==> src/rtl/spi_eng_pkg.sv <==
package spi_eng_pkg;

  typedef enum logic {
    XFER_IDLE = 1'b0,
    XFER_RUN  = 1'b1
  } xfer_state_e;

endpackage

==> src/rtl/spi_baud_gen.sv <==
module spi_baud_gen #(
  parameter int unsigned DIV_W = 16
) (
  input  logic             clk,
  input  logic             rst_n,
  input  logic             restart,
  input  logic             run,
  input  logic [DIV_W-1:0] reload,
  output logic             tick
);

  localparam logic [DIV_W-1:0] MIN_DIV = DIV_W'(2);
  localparam logic [DIV_W-1:0] ONE     = DIV_W'(1);

  logic [DIV_W-1:0] eff_div;
  logic [DIV_W-1:0] cnt_q;

  assign eff_div = (reload < MIN_DIV) ? MIN_DIV : reload;
  assign tick    = run && !restart && (cnt_q == ONE);

  always_ff @(posedge clk or negedge rst_n) begin
    if (!rst_n) begin
      cnt_q <= MIN_DIV;
    end else if (restart) begin
      cnt_q <= eff_div;
    end else if (run) begin
      cnt_q <= (cnt_q == ONE) ? eff_div : cnt_q - ONE;
    end
  end

  // cycles since the last tick or restart, for the spacing check
  logic [DIV_W-1:0] gap_q;
  always_ff @(posedge clk or negedge rst_n) begin
    if (!rst_n)                gap_q <= '0;
    else if (restart || tick)  gap_q <= '0;
    else if (run && gap_q != '1) gap_q <= gap_q + ONE;
  end


  tick_gap_chk: assert property (@(posedge clk) disable iff (!rst_n)
    tick |-> (gap_q >= ONE));

endmodule

==> src/rtl/spi_shift_core.sv <==
module spi_shift_core
  import spi_eng_pkg::*;
#(
  parameter int unsigned DATA_W = 16,
  parameter int unsigned LEN_W  = 4
) (
  input  logic              clk,
  input  logic              rst_n,
  input  logic              start,
  input  logic              cpha,
  input  logic              left_just,
  input  logic [LEN_W-1:0]  len_code,
  input  logic [DATA_W-1:0] tx_data,
  input  logic              tick,
  input  logic              miso,
  output logic              busy,
  output logic              mosi,
  output logic              sclk_ph,
  output logic              done,
  output logic [DATA_W-1:0] rx_word
);

  localparam int unsigned NB_W = LEN_W + 1;
  localparam int unsigned EC_W = LEN_W + 2;

  xfer_state_e       state_q;
  logic              cpha_q;
  logic [NB_W-1:0]   nbits_q;
  logic [EC_W-1:0]   edge_q;
  logic [DATA_W-1:0] sh_q;
  logic [DATA_W-1:0] rx_sh_q;
  logic [DATA_W-1:0] rx_word_q;
  logic              mosi_q;
  logic              ph_q;

  logic [NB_W-1:0]   nbits_w;
  logic [DATA_W-1:0] aligned;
  logic              last_edge;
  logic              sample_now;
  logic              drive_now;
  logic [DATA_W-1:0] rx_next;

  assign nbits_w    = (len_code == '0) ? NB_W'(DATA_W) : {1'b0, len_code};
  assign aligned    = left_just ? tx_data : (tx_data << (NB_W'(DATA_W) - nbits_w));
  assign busy       = (state_q == XFER_RUN);
  assign last_edge  = (edge_q == ({nbits_q, 1'b0} - 1'b1));
  assign sample_now = busy && tick && (edge_q[0] == cpha_q);
  assign drive_now  = busy && tick && (edge_q[0] != cpha_q) && (edge_q != '0);
  assign rx_next    = sample_now ? {rx_sh_q[DATA_W-2:0], miso} : rx_sh_q;
  assign done       = busy && tick && last_edge;

  assign mosi    = mosi_q;
  assign sclk_ph = ph_q;
  assign rx_word = rx_word_q;

  always_ff @(posedge clk or negedge rst_n) begin
    if (!rst_n) begin
      state_q   <= XFER_IDLE;
      cpha_q    <= 1'b0;
      nbits_q   <= '0;
      edge_q    <= '0;
      sh_q      <= '0;
      rx_sh_q   <= '0;
      rx_word_q <= '0;
      mosi_q    <= 1'b0;
      ph_q      <= 1'b0;
    end else if (!busy) begin
      if (start) begin
        state_q <= XFER_RUN;
        cpha_q  <= cpha;
        nbits_q <= nbits_w;
        edge_q  <= '0;
        sh_q    <= aligned << 1;
        mosi_q  <= aligned[DATA_W-1];
        rx_sh_q <= '0;
        ph_q    <= 1'b0;
      end
    end else if (tick) begin
      ph_q    <= ~ph_q;
      edge_q  <= edge_q + 1'b1;
      rx_sh_q <= rx_next;
      if (drive_now) begin
        mosi_q <= sh_q[DATA_W-1];
        sh_q   <= sh_q << 1;
      end
      if (last_edge) begin
        state_q   <= XFER_IDLE;
        rx_word_q <= rx_next;
      end
    end
  end


  even_edges_chk: assert property (@(posedge clk) disable iff (!rst_n)
    $fell(busy) |-> !sclk_ph);


  rx_hold_chk: assert property (@(posedge clk) disable iff (!rst_n)
    !$stable(rx_word) |-> $fell(busy));

endmodule

==> src/rtl/spi_shift_engine.sv <==
module spi_shift_engine (
  input  logic        clk,
  input  logic        rst_n,
  input  logic        enable,
  input  logic        cpol,
  input  logic        cpha,
  input  logic [3:0]  len_code,
  input  logic        left_just,
  input  logic [15:0] reload,
  input  logic        ssel_val,
  input  logic        irq_en,
  input  logic        irq_clr,
  input  logic        tx_valid,
  output logic        tx_ready,
  input  logic [15:0] tx_data,
  output logic        sclk,
  output logic        mosi,
  input  logic        miso,
  output logic        ssel,
  output logic [15:0] rx_data,
  output logic        busy,
  output logic        irq
);

  localparam int unsigned DATA_W = 16;
  localparam int unsigned LEN_W  = $clog2(DATA_W);
  localparam int unsigned DIV_W  = 16;

  logic accept;
  logic tick;
  logic done;
  logic ph;
  logic busy_w;
  logic irq_q;

  assign tx_ready = enable && !busy_w;
  assign accept   = tx_valid && tx_ready;
  assign sclk     = ph ^ cpol;
  assign ssel     = enable ? ssel_val : 1'b1;
  assign busy     = busy_w;
  assign irq      = irq_q;

  spi_baud_gen #(.DIV_W(DIV_W)) baud_i (
    .clk     (clk),
    .rst_n   (rst_n),
    .restart (accept),
    .run     (busy_w),
    .reload  (reload),
    .tick    (tick)
  );

  spi_shift_core #(.DATA_W(DATA_W), .LEN_W(LEN_W)) core_i (
    .clk       (clk),
    .rst_n     (rst_n),
    .start     (accept),
    .cpha      (cpha),
    .left_just (left_just),
    .len_code  (len_code),
    .tx_data   (tx_data),
    .tick      (tick),
    .miso      (miso),
    .busy      (busy_w),
    .mosi      (mosi),
    .sclk_ph   (ph),
    .done      (done),
    .rx_word   (rx_data)
  );

  always_ff @(posedge clk or negedge rst_n) begin
    if (!rst_n)               irq_q <= 1'b0;
    else if (done && irq_en)  irq_q <= 1'b1;
    else if (irq_clr)         irq_q <= 1'b0;
  end


  start_src_chk: assert property (@(posedge clk) disable iff (!rst_n)
    $rose(busy) |-> $past(tx_valid && enable));


  irq_src_chk: assert property (@(posedge clk) disable iff (!rst_n)
    $rose(irq) |-> ($fell(busy) && $past(irq_en)));


  idle_level_chk: assert property (@(posedge clk) disable iff (!rst_n)
    !busy |-> (sclk == cpol));

endmodule

==> config.mk <==
export PLATFORM = sky130hd
export DESIGN_NAME = spi_shift_engine
export DESIGN_NICKNAME = d
export VERILOG_FILES = /design/src/rtl/spi_eng_pkg.sv /design/src/rtl/spi_baud_gen.sv /design/src/rtl/spi_shift_core.sv /design/src/rtl/spi_shift_engine.sv
export SDC_FILE = /design/constraint.sdc
export NUM_CORES = 1
export LEC_CHECK = 0
export ABC_AREA = 1
export CAP_MARGIN = 10
export CORE_ASPECT_RATIO = 1.5
export CORE_MARGIN = 4
export CORE_UTILIZATION = 30
export DETAILED_ROUTE_END_ITERATION = 12
export SYNTH_ARGS = -nofsm -noshare
export SYNTH_HDL_FRONTEND = slang
export SYNTH_HIERARCHICAL = 1
export SYNTH_SLANG_ARGS = --single-unit
==> constraint.sdc <==
create_clock -name clk -period 6 [get_ports clk]
set_input_delay 1.2 -clock clk [delete_from_list [all_inputs] [get_ports clk]]
set_output_delay 1.2 -clock clk [all_outputs]
set_load 0.02 [all_outputs]
==> results by group, run 1 <==
Status
  – Outcome: finished clean

Worst setup path
  – Max Fanout on Critical Path: 25
  – CP arrival: about 4300 ps
  – Crit end category: flip-flop
  – CP Class: in2reg
  – Required @ worst endpoint: slightly above 6000 ps
  – Crit start category: input port
  – Worst reg2reg path depth: 9

Cells and area
  – Antenna diodes: 0
  – Total Nets Final: 830
  – Layout cells sized above 1: 0.0717
  – Final instance area: 6240 um2
  – Layout area overhead: 20.5%

Synthesis
  – Share of the synthesized area in the top cell type: 0.377
  – Area of the mapped netlist: roughly 5200 um2
  – Cells after Synth: around 730
  – Synth Area per Inst: between 7 and 8 um2
  – Top area cells in the synthesized netlist: dfrtp_1, nand2_1, nand3_1
  – Synth Register Bits: between 70 and 80
  – Area leader, netlist: dfrtp_1
  – Mapped Nets: between 700 and 800
  – Warning count from the yosys run: 6
  – Post-synth cell types: 42
  – Sequential-to-total area share from yosys stat: 0.382

Placed design
  – Area after DPL: 5940 um2
  – Post-DP HPWL: between 9000 and 10000 um
  – Pre-CTS setup slack: around 1600 ps
  – IO buf count: between 60 and 70
  – Placer congestion estimate: between 0.8 and 0.9

Global route
  – Gr ovfl total: 0
  – First-pass GRT wire length: roughly 22000 um
  – Initial antenna violation count: 0
  – Largest net degree at the start of global routing: 80
  – Vias in the first global route: approximately 4700
  – Total track usage: 0.139

Timing
  – Fin crit period: 4040 ps
  – Crit share post-route: 0.674
  – Worst Tran Pin Value: between 1000 and 1500 ps
  – Layout Skew: approximately 11 ps
  – Rel. slew slack: 0.318
  – Setup TNS: 0 ps
  – Final setup viols: 0
  – Pins Over Slew Limit: 0
  – Achievable Freq: about 250 MHz
  – Slack of the critical path: just under 2000 ps
  – RSZ-0062 raised after global routing: false
  – WHS: 465 ps
  – Hold Fails Final Rpt: 0

Detailed routing
  – DRT iter0 DRCs: around 240
  – Via/cell ratio: 4.87
  – First drt pass iteration count: 6
  – DRC viols: 0
  – ANT nets after route: 0
  – Vias post-DR: just under 5000
  – WL per Instance: 13.1 um
  – Final WL: roughly 13000 um

Floorplan
  – Core Area: roughly 17000 um2
  – Initial core utilization: 0.307
  – Die H: between 150 and 200 um
  – Placement row count: between 50 and 60
  – Die width: roughly 120 um
  – I/O pin count: slightly below 70
  – Die footprint: 19500 um2

Clock tree
  – # hold bufs at CTS: 0
  – Longest Clk Path Bufs: 2
  – H-tree depth: 3
  – Clock Latency Late Sink: 340 ps
  – CTS Buf Count: 9
  – Postcts setup bufs: 0
  – Clk pin slew, worst setup/hold paths: 60 ps
  – CTS tree: built
  – Post-cts sizing count: 0
  – CTS root buf: clkbuf_16
  – CTS sink cnt: 79

Pwr
  – Maximum vdd drop: 0.134 mV
  – Total power draw: ~1.2 mW
  – Lkg Pwr: 2.91 nW
  – Power per cell area: between 150 and 200 nW/um2

Worst hold path
  – Hold Crit Class: reg2reg
  – WHS Path Cells: 2

Flow run
  – Max_cap viols: 0
[metal layers]
| metal | wire [um] | global-route usage | vias up |
|---|---|---|---|
| li1 | - | - | 2482 |
| met1 | 5730 | 0.178 | 2195 |
| met2 | 6390 | 0.228 | 118 |
| met3 | 547 | 0.0222 | 28 |
| met4 | 365 | 0.0654 | 0 |
| met5 | 0 | 0 | - |
[Yosys cell counts]
library cell and n:
nand2_1 205, nand3_1 108, dfrtp_1 78, inv_1 70, nor2_1 52, o21ai_0 39, o21ai_1 24, a21oi_1 22
o22ai_1 17, clkbuf_1 15, buf_2 9, xnor2_1 8, ha_1 7, nand2_4 7, nor2_2 7, xor2_1 7
nand4_1 6, a22oi_1 5, nand3_2 5, a21oi_2 4, nor2_4 4, buf_6 3, nor3_1 3, o21ai_2 3
inv_2 2, nand2_2 2, a21boi_1 1, and2_1 1, buf_1 1, buf_12 1, buf_4 1, clkbuf_2 1
clkbuf_8 1, clkinv_1 1, dfstp_2 1, inv_6 1, nand2_8 1, nand4_4 1, nor4_1 1, o211ai_1 1
o31ai_1 1, xnor2_2 1
[worst max-delay path, stage by stage]
cell and delay (ps):
clkdlybuf4s50_1 540, nand2_1 100, nor2_2 320, nor3_1 110, nand2_1 600, nor2_1 120
o31ai_1 90, and2_1 670, inv_1 260, o21ai_0 150, o21ai_1 100
[flip-flops by register name, summed over array words and instances, names as in the netlist]
register and count:
baud_i/cnt_q 16, core_i/rx_sh_q 16, core_i/rx_word 16, core_i/sh_q 15, core_i/edge_q 6, core_i/nbits_q 5
core_i/busy 1, core_i/cpha_q 1, core_i/mosi 1, core_i/sclk_ph 1, irq 1
[power by group]
| group | leakage [nW] | internal (mW) | switching [mW] |
|---|---|---|---|
| clock | 0.143 | 0.324 | 0.221 |
| sequential | 0.939 | 0.535 | 0.00290 |
| combinational | 1.83 | 0.0602 | 0.0946 |
| total | 2.91 | 0.920 | 0.318 |
[worst paths after layout]
path / slack (ps) / to / start
worst max-delay path: 1960 / core_i/sh_q[6] / enable
worst min-delay path: 460 / baud_i/cnt_q[1] / baud_i/cnt_q[1]
worst max register to register: 2570 / core_i/rx_sh_q[2] / core_i/busy
worst min register to register: 460 / baud_i/cnt_q[1] / baud_i/cnt_q[1]
max in group asynchronous: 4310 / baud_i/cnt_q[2] / rst_n
min in group asynchronous: 1040 / core_i/rx_word[14] / rst_n
[cell families (layout without fill, tap and decap cells)]
kind of cell | after synthesis | in the layout | synth area share
AND/OR/NAND/NOR | 403 | 403 | 0.356
AO/OA/AOI/OAI | 117 | 117 | 0.126
buffers and inverters | 106 | 159 | 0.0904
flip-flops | 79 | 79 | 0.382
XOR/XNOR | 16 | 16 | 0.0285
adder cells (fa/ha/maj) | 7 | 7 | 0.0169
[cells in the final DEF, fill, tap and decap left out, drive strengths merged, types with 2 or more instances in the layout]
| cell | instances |
|---|---|
| nand2 | 215 |
| nand3 | 113 |
| dfrtp | 78 |
| inv | 74 |
| clkdlybuf4s50 | 67 |
| o21ai | 66 |
| nor2 | 63 |
| a21oi | 26 |
| o22ai | 17 |
| clkbuf | 10 |
| xnor2 | 9 |
| xor2 | 7 |
| ha | 7 |
| nand4 | 7 |
| a22oi | 5 |
| clkinv | 4 |
| nor3 | 3 |
| buf | 2 |
[metrics by stage]
stage                     instances  utilization
after global routing            991        0.370
final                           991        0.370
after detailed placement        975        0.353
after global placement          975        0.353
after CTS                       991        0.370
after floorplan                 728            -
[layout make-up]
class	instances	area (um2)
flip-flops and latches	79	1980
well taps	210	263
fillers	1809	10600
inverters	74	283
clock buffers	10	229
multi-input cells	543	2730
clock inverters	6	68.8
repair buffers	69	686
No activity file was read; power rests on OpenSTA's default activity.
==> inputs of run 2 (changes only) <==
==> constraint.sdc (replaced) <==
create_clock -name clk -period 3.7 [get_ports clk]
set_input_delay 0.74 -clock clk [delete_from_list [all_inputs] [get_ports clk]]
set_output_delay 0.74 -clock clk [all_outputs]
set_load 0.02 [all_outputs]
==> results by group, run 2 (synthesis gave the netlist of run 1 again) <==
Status
  – Outcome: finished clean

Pwr
  – Lkg Pwr: 2.96 nW (+1.6%)
  – Maximum vdd drop: 0.221 mV (+64%)
  – Power per cell area: 322 nW/um2 (+62%)

Placed design
  – Pre-CTS setup slack: 609 ps (-942 ps)
  – IO buf count: 68 (unchanged)
  – Post-DP HPWL: 9780 um (+2.1%)
  – Placer congestion estimate: 0.856 (-2.8%)

Clock tree
  – H-tree depth: 3 (unchanged)
  – Postcts setup bufs: 0 (unchanged)
  – CTS sink cnt: 79 (unchanged)
  – CTS tree: built
  – Post-cts sizing count: 0 (unchanged)
  – CTS root buf: clkbuf_16
  – CTS Buf Count: 9 (unchanged)
  – Clk pin slew, worst setup/hold paths: 60 ps (about the same)
  – # hold bufs at CTS: 0 (unchanged)
  – Clock Latency Late Sink: 340 ps (about the same)
  – Longest Clk Path Bufs: 2 (unchanged)

Detailed routing
  – Final WL: 13100 um (+0.60%)
  – DRT iter0 DRCs: 311 (+27%)
  – ANT nets after route: 0 (unchanged)
  – WL per Instance: 13.1 um (-0.31%)
  – Vias post-DR: 4810 (-0.27%)
  – Via/cell ratio: 4.81 (-1.2%)
  – DRC viols: 0 (unchanged)
  – First drt pass iteration count: 4 (-2)

Timing
  – Layout Skew: 8.10 ps (-2.89 ps)
  – Fin crit period: around 2800 ps
  – Setup TNS: 0 ps (unchanged)
  – WHS: 470 ps (+5.24 ps)
  – Hold Fails Final Rpt: 0 (unchanged)
  – Slack of the critical path: 895 ps (-1060 ps)
  – Worst Tran Pin Value: 1030 ps (+1.62 ps)
  – Rel. slew slack: 0.317 (-0.00108)
  – Pins Over Slew Limit: 0 (unchanged)
  – Crit share post-route: 0.758
  – Final setup viols: 0 (unchanged)
  – Achievable Freq: 357 MHz
  – RSZ-0062 raised after global routing: false

Cells and area
  – Most common cell after layout, fill and taps aside: nand2_1
  – Total Nets Final: 839 (+1.1%)
  – Most frequent cells in the layout: nand2_1, nand3_1, dfrtp_1
  – Layout area overhead: 22.0%
  – Layout cells sized above 1: 0.0835 (+0.0118)
  – Fillcell total: 1785 (-1.3%)
  – Antenna diodes: 0 (unchanged)

Worst hold path
  – Hold path start: baud_i/cnt_q[1]
  – Hold Crit Class: reg2reg

Worst setup path
  – Worst r2r src: baud_i/cnt_q[1]
  – CP Class: in2out
  – CP arrival: 2060 ps (-2200 ps)
  – Required @ worst endpoint: 2960 ps (-3260 ps)
  – Max Fanout on Critical Path: 2 (-92%)
  – Crit start category: input port
  – Critical path startpoint: enable
  – Crit end category: output port

Global route
  – Largest net degree at the start of global routing: 80 (unchanged)
  – Initial antenna violation count: 0 (unchanged)
  – First-pass GRT wire length: 22100 um (-0.71%)
  – Vias in the first global route: 4619 (-1.7%)
  – Total track usage: 0.138 (-0.000812)
  – Gr ovfl total: 0 (unchanged)

Flow run
  – Max_cap viols: 0 (unchanged)

Floorplan
  – Die H: 169 um (unchanged)
  – Initial core utilization: 0.307 (unchanged)
  – Core Area: 16800 um2 (unchanged)
  – Die width: 115 um (unchanged)
  – Placement row count: 58 (unchanged)
  – Die footprint: 19500 um2 (unchanged)
  – I/O pin count: 69 (unchanged)
[run 2: changes by cell type in the layout (fill, tap and decap cells not counted), sizes merged]
cell and change:
buf +9
[run 2: final timing paths]
check	endpoint	slack [ps]	cells past startpoint
max in group asynchronous	baud_i/cnt_q[5]	2460	1
min in group asynchronous	core_i/rx_word[0]	570	1
worst min-delay path	baud_i/cnt_q[1]	470	2
worst max register to register	core_i/busy	1120	15
worst min register to register	baud_i/cnt_q[1]	470	2
worst max-delay path	tx_ready	900	4
[run 2: final cells by class]
| cell class | count | area, um2 | area share |
|---|---|---|---|
| Clock inverter | 6 | 68.8 | 0.0109 |
| Multi-Input combinational cell | 543 | 2730 | 0.432 |
| Tap cell | 210 | 263 | 0.0416 |
| Clock buffer | 10 | 239 | 0.0378 |
| Sequential cell | 79 | 1980 | 0.313 |
| Timing Repair Buffer | 78 | 753 | 0.119 |
| Inverter | 74 | 283 | 0.0448 |
[run 2: power by group]
group	switching [mW]	internal (mW)	total (mW)
clock network	0.359	0.544	0.903
logic	0.155	0.101	0.256
registers	0.00463	0.868	0.872
[run 2: per-stage QoR]
stage,power (mW),instance area [um2],utilization,cells
after floorplan,1.03,5180,-,728
after global placement,1.15,6010,0.357,984
after detailed placement,1.14,6010,0.357,984
after CTS,2.07,6310,0.375,1000
after global routing,2.13,6310,0.375,1000
final,2.03,6310,0.375,1000
[run 2: routing by layer]
layer / wire length [um] / vias to the layer above / track usage
li1: - / 2508 / -
met1: 5750 / 2198 / 0.178
met2: 6650 / 92 / 0.235
met3: 543 / 12 / 0.0225
met4: 166 / 0 / 0.0449
met5: 0 / - / 0
[run 2: worst max-delay path, stage by stage]
cell and delay, ps:
clkdlybuf4s50_1 520, nand2_1 90, inv_1 50, clkdlybuf4s50_1 650
